===== src/rtl/strap_pkg.sv =====
package strap_pkg;
  localparam int unsigned NPINS = 3;
  localparam int unsigned PIN_SEL_A = 0;
  localparam int unsigned PIN_SEL_B = 1;
  localparam int unsigned PIN_SS_N  = 2;
  typedef logic [NPINS-1:0] pin_vec_t;
endpackage


===== src/rtl/strap_sync.sv =====
module strap_sync #(
  parameter int unsigned WIDTH   = 1,
  parameter logic        RST_VAL = 1'b0
) (
  input  logic             clk_i,
  input  logic             rst_ni,
  input  logic [WIDTH-1:0] d_i,
  output logic [WIDTH-1:0] q_o
);
  for (genvar g = 0; g < WIDTH; g++) begin : g_bit
    logic meta_q, sync_q;
    always_ff @(posedge clk_i or negedge rst_ni) begin
      if (!rst_ni) begin
        meta_q <= RST_VAL;
        sync_q <= RST_VAL;
      end else begin
        meta_q <= d_i[g];
        sync_q <= meta_q;
      end
    end
    assign q_o[g] = sync_q;
  end
endmodule


===== src/rtl/strap_capture.sv =====
module strap_capture
  import strap_pkg::*;
(
  input  logic     clk_i,
  input  logic     rst_ni,
  input  logic     mode_i,
  input  pin_vec_t pad_in_i,
  output pin_vec_t held_o,
  output logic     drv_en_o
);
  logic     cap_done_q;
  logic     oe_q;
  pin_vec_t held_q;

  // one-shot capture: only a power-on reset re-arms it
  always_ff @(posedge clk_i or negedge rst_ni) begin
    if (!rst_ni) begin
      cap_done_q <= 1'b0;
      held_q     <= '0;
    end else if (!cap_done_q) begin
      cap_done_q <= 1'b1;
      held_q     <= pad_in_i;
    end
  end

  // driver turns on one cycle after the sample
  always_ff @(posedge clk_i or negedge rst_ni) begin
    if (!rst_ni) oe_q <= 1'b0;
    else         oe_q <= cap_done_q & mode_i;
  end

  assign held_o   = held_q;
  assign drv_en_o = oe_q & mode_i;

  assert_hold_stable_R8: assert property (@(posedge clk_i) disable iff (!rst_ni)
    cap_done_q |=> $stable(held_q));
  assert_oe_after_cap_R5: assert property (@(posedge clk_i) disable iff (!rst_ni)
    $rose(oe_q) |-> $past(cap_done_q));
  assert_capture_once_R4: assert property (@(posedge clk_i) disable iff (!rst_ni)
    $past(cap_done_q) |-> cap_done_q);
endmodule


===== src/rtl/strap_clk_div.sv =====
module strap_clk_div #(
  parameter int unsigned CLK_DIV = 4
) (
  input  logic clk_i,
  input  logic rst_ni,
  input  logic run_i,
  output logic clk_o
);
  localparam int unsigned HALF  = CLK_DIV / 2;
  localparam int unsigned CNT_W = (HALF > 1) ? $clog2(HALF) : 1;
  localparam int unsigned LEN_W = $clog2(CLK_DIV + 2) + 1;

  logic [CNT_W-1:0] cnt_q;
  logic             clk_q;
  logic             at_edge;

  assign at_edge = (cnt_q == CNT_W'(HALF - 1));

  always_ff @(posedge clk_i or negedge rst_ni) begin
    if (!rst_ni)      cnt_q <= '0;
    else if (at_edge) cnt_q <= '0;
    else              cnt_q <= cnt_q + 1'b1;
  end

  // falls always complete; a rise only happens while running
  always_ff @(posedge clk_i or negedge rst_ni) begin
    if (!rst_ni)      clk_q <= 1'b0;
    else if (at_edge) clk_q <= clk_q ? 1'b0 : run_i;
  end

  assign clk_o = clk_q;

  logic [LEN_W-1:0] hi_len_q, lo_len_q;
  always_ff @(posedge clk_i or negedge rst_ni) begin
    if (!rst_ni) begin
      hi_len_q <= '0;
      lo_len_q <= '0;
    end else begin
      hi_len_q <= clk_q ? ((hi_len_q == '1) ? hi_len_q : hi_len_q + 1'b1) : '0;
      lo_len_q <= !clk_q ? ((lo_len_q == '1) ? lo_len_q : lo_len_q + 1'b1) : '0;
    end
  end

  assert_full_high_R7: assert property (@(posedge clk_i) disable iff (!rst_ni)
    $fell(clk_q) |-> hi_len_q == LEN_W'(HALF));
  assert_min_low_R6: assert property (@(posedge clk_i) disable iff (!rst_ni)
    $rose(clk_q) |-> lo_len_q >= LEN_W'(HALF));
  assert_no_rise_stopped_R7: assert property (@(posedge clk_i) disable iff (!rst_ni)
    (!clk_q && !run_i) |=> !clk_q);
endmodule


===== src/rtl/strap_pin_ctrl.sv =====
module strap_pin_ctrl
  import strap_pkg::*;
#(
  parameter int unsigned CLK_DIV = 4
) (
  input  logic             clk_i,
  input  logic             rst_ni,
  input  logic             mode_i,
  input  logic             pwrdn_ni,
  input  logic [NPINS-1:0] pad_in_i,
  output logic [NPINS-1:0] pad_out_o,
  output logic [NPINS-1:0] pad_oe_o,
  output logic             sel_a_o,
  output logic             sel_b_o,
  output logic             spread_en_o
);
  pin_vec_t live_sync, held, cfg;
  logic     pd_sync_n, drv_en, run, div_clk;

  strap_sync #(.WIDTH(NPINS), .RST_VAL(1'b0)) u_pad_sync (
    .clk_i(clk_i), .rst_ni(rst_ni), .d_i(pad_in_i), .q_o(live_sync));

  strap_sync #(.WIDTH(1), .RST_VAL(1'b1)) u_pd_sync (
    .clk_i(clk_i), .rst_ni(rst_ni), .d_i(pwrdn_ni), .q_o(pd_sync_n));

  strap_capture u_capture (
    .clk_i(clk_i), .rst_ni(rst_ni), .mode_i(mode_i),
    .pad_in_i(pad_in_i), .held_o(held), .drv_en_o(drv_en));

  assign run = drv_en & pd_sync_n;

  strap_clk_div #(.CLK_DIV(CLK_DIV)) u_div (
    .clk_i(clk_i), .rst_ni(rst_ni), .run_i(run), .clk_o(div_clk));

  for (genvar p = 0; p < NPINS; p++) begin : g_pin
    assign pad_oe_o[p]  = drv_en;
    assign pad_out_o[p] = div_clk & drv_en;
  end

  assign cfg         = mode_i ? held : live_sync;
  assign sel_a_o     = cfg[PIN_SEL_A];
  assign sel_b_o     = cfg[PIN_SEL_B];
  assign spread_en_o = ~cfg[PIN_SS_N];

  assert_out_needs_oe_R9: assert property (@(posedge clk_i) disable iff (!rst_ni)
    (pad_out_o & ~pad_oe_o) == '0);
  assert_oe_all_or_none_R5: assert property (@(posedge clk_i) disable iff (!rst_ni)
    (pad_oe_o == '0) || (pad_oe_o == '1));
  assert_strap_kept_R8: assert property (@(posedge clk_i) disable iff (!rst_ni)
    ($past(pad_oe_o) != '0 && pad_oe_o != '0) |-> $stable({sel_a_o, sel_b_o, spread_en_o}));
endmodule


===== config.mk =====
export PLATFORM = sky130hd
export DESIGN_NAME = strap_pin_ctrl
export DESIGN_NICKNAME = d
export VERILOG_FILES = /design/src/rtl/strap_pkg.sv /design/src/rtl/strap_sync.sv /design/src/rtl/strap_capture.sv /design/src/rtl/strap_clk_div.sv /design/src/rtl/strap_pin_ctrl.sv
export SDC_FILE = /design/constraint.sdc
export NUM_CORES = 1
export LEC_CHECK = 0
export ABC_AREA = 1
export CORE_AREA = 2 2 39 41
export DETAILED_ROUTE_END_ITERATION = 16
export DIE_AREA = 0 0 41 43
export PLACE_DENSITY = 0.7
export SETUP_SLACK_MARGIN = 0.05
export SLEW_MARGIN = 30
export SYNTH_ARGS = -nofsm -noshare
export SYNTH_HDL_FRONTEND = slang
export SYNTH_HIERARCHICAL = 1
export SYNTH_SLANG_ARGS = --single-unit

===== constraint.sdc =====
create_clock -name clk_i -period 2.05 [get_ports clk_i]
set_input_delay 0.41 -clock clk_i [delete_from_list [all_inputs] [get_ports clk_i]]
set_output_delay 0.41 -clock clk_i [all_outputs]
set_load 0.03 [all_outputs]

==> impl_results.md <==
- Status: complete, no violations
- Netlist cell types: 8
- Fin util: 50.3%
- Layout Cells excl Fill: 87
- 1st-iter DRT viols: 6
- Slew Viols, Final: 0
- Top cells by count, synth: nand2_1, dfrtp_1, buf_4
- Clock buffer depth: 2
- Remaining DRCs: 0
- Post-Syn Area: 574 µm²
- Num rows: 14
- CP arrival: 1.37 ns
- Total track usage: 11.3%
- Min cycle time layout: 1.78 ns
- Post-synthesis cell count: 59
- Port bufs: 15
- Clock transition at the registers of the reported paths: 0.08 ns
- Post-placement cell count: 83
- Chip Height: 43 µm
- Clk Latency, worst-skew pair: 0.27 ns
- Avg Cell Area, Syn: 9.73 µm²
- Synth Flop Type: dfrtp_1
- Worst min path class: reg2reg
- Ratio of cells with drive above 1 in the final layout: 25.4%
- Slew HR: 58.7%
- Nets: 79
- Fin crit share: 86.7%
- Vias in the first global route: 321
- Worst slack, placed: 0.260 ns
- Placed Area: 669 µm²
- # clock sinks: 15
- Core Area: 1380 µm²
- MaxCap Viol Count: 0
- Final wirelength: 747 µm
- Clock Skew: 0.00408 ns
- GPL Wtd Cong: 0.700
- CTS tree: yes
- Ranking of synthesized cells by area: dfrtp_1, nand2_1, buf_4, dfstp_2, inv_1
- Post-route ant nets: 0
- Synth Register Bits: 15
- Die width: 41 µm
- Startpoint Class: input port
- Total CTS buffers: 3
- Leakage: 0.397 nW
- Congestion Overflow GR: 0
- H-tree Lvls: 1
- Initial antenna violation count: 0
- Global-route wire length before repair: 1220 µm
- Via count: 354
- Fin Hold WS: 0.358 ns
- Required time worst endpoint: 1.64 ns
- Ys async rst share: 100%
- DP Wirelength: 574 µm
- Pwr Density: 776 nW/µm²
- Setup Buffers After CTS: 0
- Yosys warns: 6
- Post-layout instance area: 696 µm²
- Total I/O pin count: 16
- Post-synthesis sequential area ratio: 65.8%
- Ant. Diodes: 0
- Clk root buf: clkbuf_4
- Die area: 1760 µm²
- EDFF count, synth: 0
- Top-area cell type share of the netlist area: 56.6%
- RSZ-0062 raised after global routing: false
- WL/cell: 8.59 µm
- Peak Freq: 563 MHz
- CP Capture Type: primary output
- WS Path Type: in2out
- Overall Power: 0.540 mW
- Synth-to-Final Area Change: 21.1%
- Initial Util: 41.5%
- Final Hold Viols: 0
- Synth Net Count: 66
- Top-count cell post-synth: nand2_1
- Cell taking the most area after synthesis: dfrtp_1
- PostCTS Resize Cnt: 0
- Sum Neg Setup Slack: 0 ns
- Peak supply drop: 0.421 mV
- Worst Path Max Fanout: 5
- Largest net degree at the start of global routing: 16
- Router iterations before antenna repair: 5
- Setup ws final: 0.274 ns
- Vias per cell: 4.07
- Worst-margin pin slew: 0.617 ns
- Hold_buf cts: 0
- Final-report setup violation count: 0
==> placed cells by master, fill, tap and decap left out <==
cell type        instances
buf_4                   10
clkbuf_1                 1
clkbuf_4                 3
clkdlybuf4s50_1          6
conb_1                   1
dfrtp_1                 13
dfstp_2                  2
inv_1                    7
inv_2                    3
nand2_1                 24
nand3_1                  1
==> worst paths after layout <==
kind / start / end / slack, ns / cells past startpoint
max: mode_i / pad_out_o[1] / 0.27 / 6
min: u_pd_sync/g_bit[0].meta_q / u_pd_sync/q_o / 0.36 / 0
max reg2reg: u_capture/oe_q / u_div/clk_o / 1.24 / 6
min reg2reg: u_pd_sync/g_bit[0].meta_q / u_pd_sync/q_o / 0.36 / 0
max in group asynchronous: rst_ni / u_capture/oe_q / 1.13 / 1
min in group asynchronous: rst_ni / u_capture/held_o[0] / 0.52 / 1
==> cell type report <==
type | count | area, µm²
multi-input cells | 26 | 98.8
fillers | 139 | 688
repair buffers | 16 | 135
inverters | 10 | 37.5
clock buffers | 4 | 26.3
flip-flops and latches | 15 | 378
well taps | 16 | 20.0
==> power by group <==
part / switching, mW / internal, mW
clock: 0.0788 / 0.0753
sequential: 0.00680 / 0.313
combinational: 0.0381 / 0.0279
total: 0.124 / 0.416
==> sequential cells by signal, summed over array words and instances (netlist names) <==
name                     cells
u_div/at_edge                1
u_div/clk_o                  1
u_pd_sync/q_o                1
u_pad_sync/g_bit.sync_q      3
u_capture/held_o             3
u_pad_sync/g_bit.meta_q      3
u_capture/oe_q               1
u_capture/cap_done_q         1
u_pd_sync/g_bit.meta_q       1
==> cells by family (layout without fill, tap and decap cells) <==
| family | Yosys count | in the layout | synth area share [%] |
|---|---|---|---|
| buf+inv | 18 | 30 | 17.0 |
| simple gates | 25 | 25 | 16.6 |
| flops | 15 | 15 | 65.8 |
| other cells | 1 | 1 | 0.653 |
==> critical path: stages <==
cell and delay (ns):
clkdlybuf4s50_1 0.48, nand2_1 0.05, inv_1 0.12, nand2_1 0.06, inv_1 0.08, buf_4 0.16
==> routing by layer <==
| metal | global-route usage [%] | share of wire [%] | vias to the layer above |
|---|---|---|---|
| met5 | 0 | 0 | - |
| met4 | 14.0 | 2.5 | 0 |
| met3 | 1.57 | 6.6 | 2 |
| met2 | 16.6 | 48 | 13 |
| met1 | 11.6 | 43 | 155 |
| li1 | - | - | 184 |
Note: power is estimated with default switching activity, not from simulation.
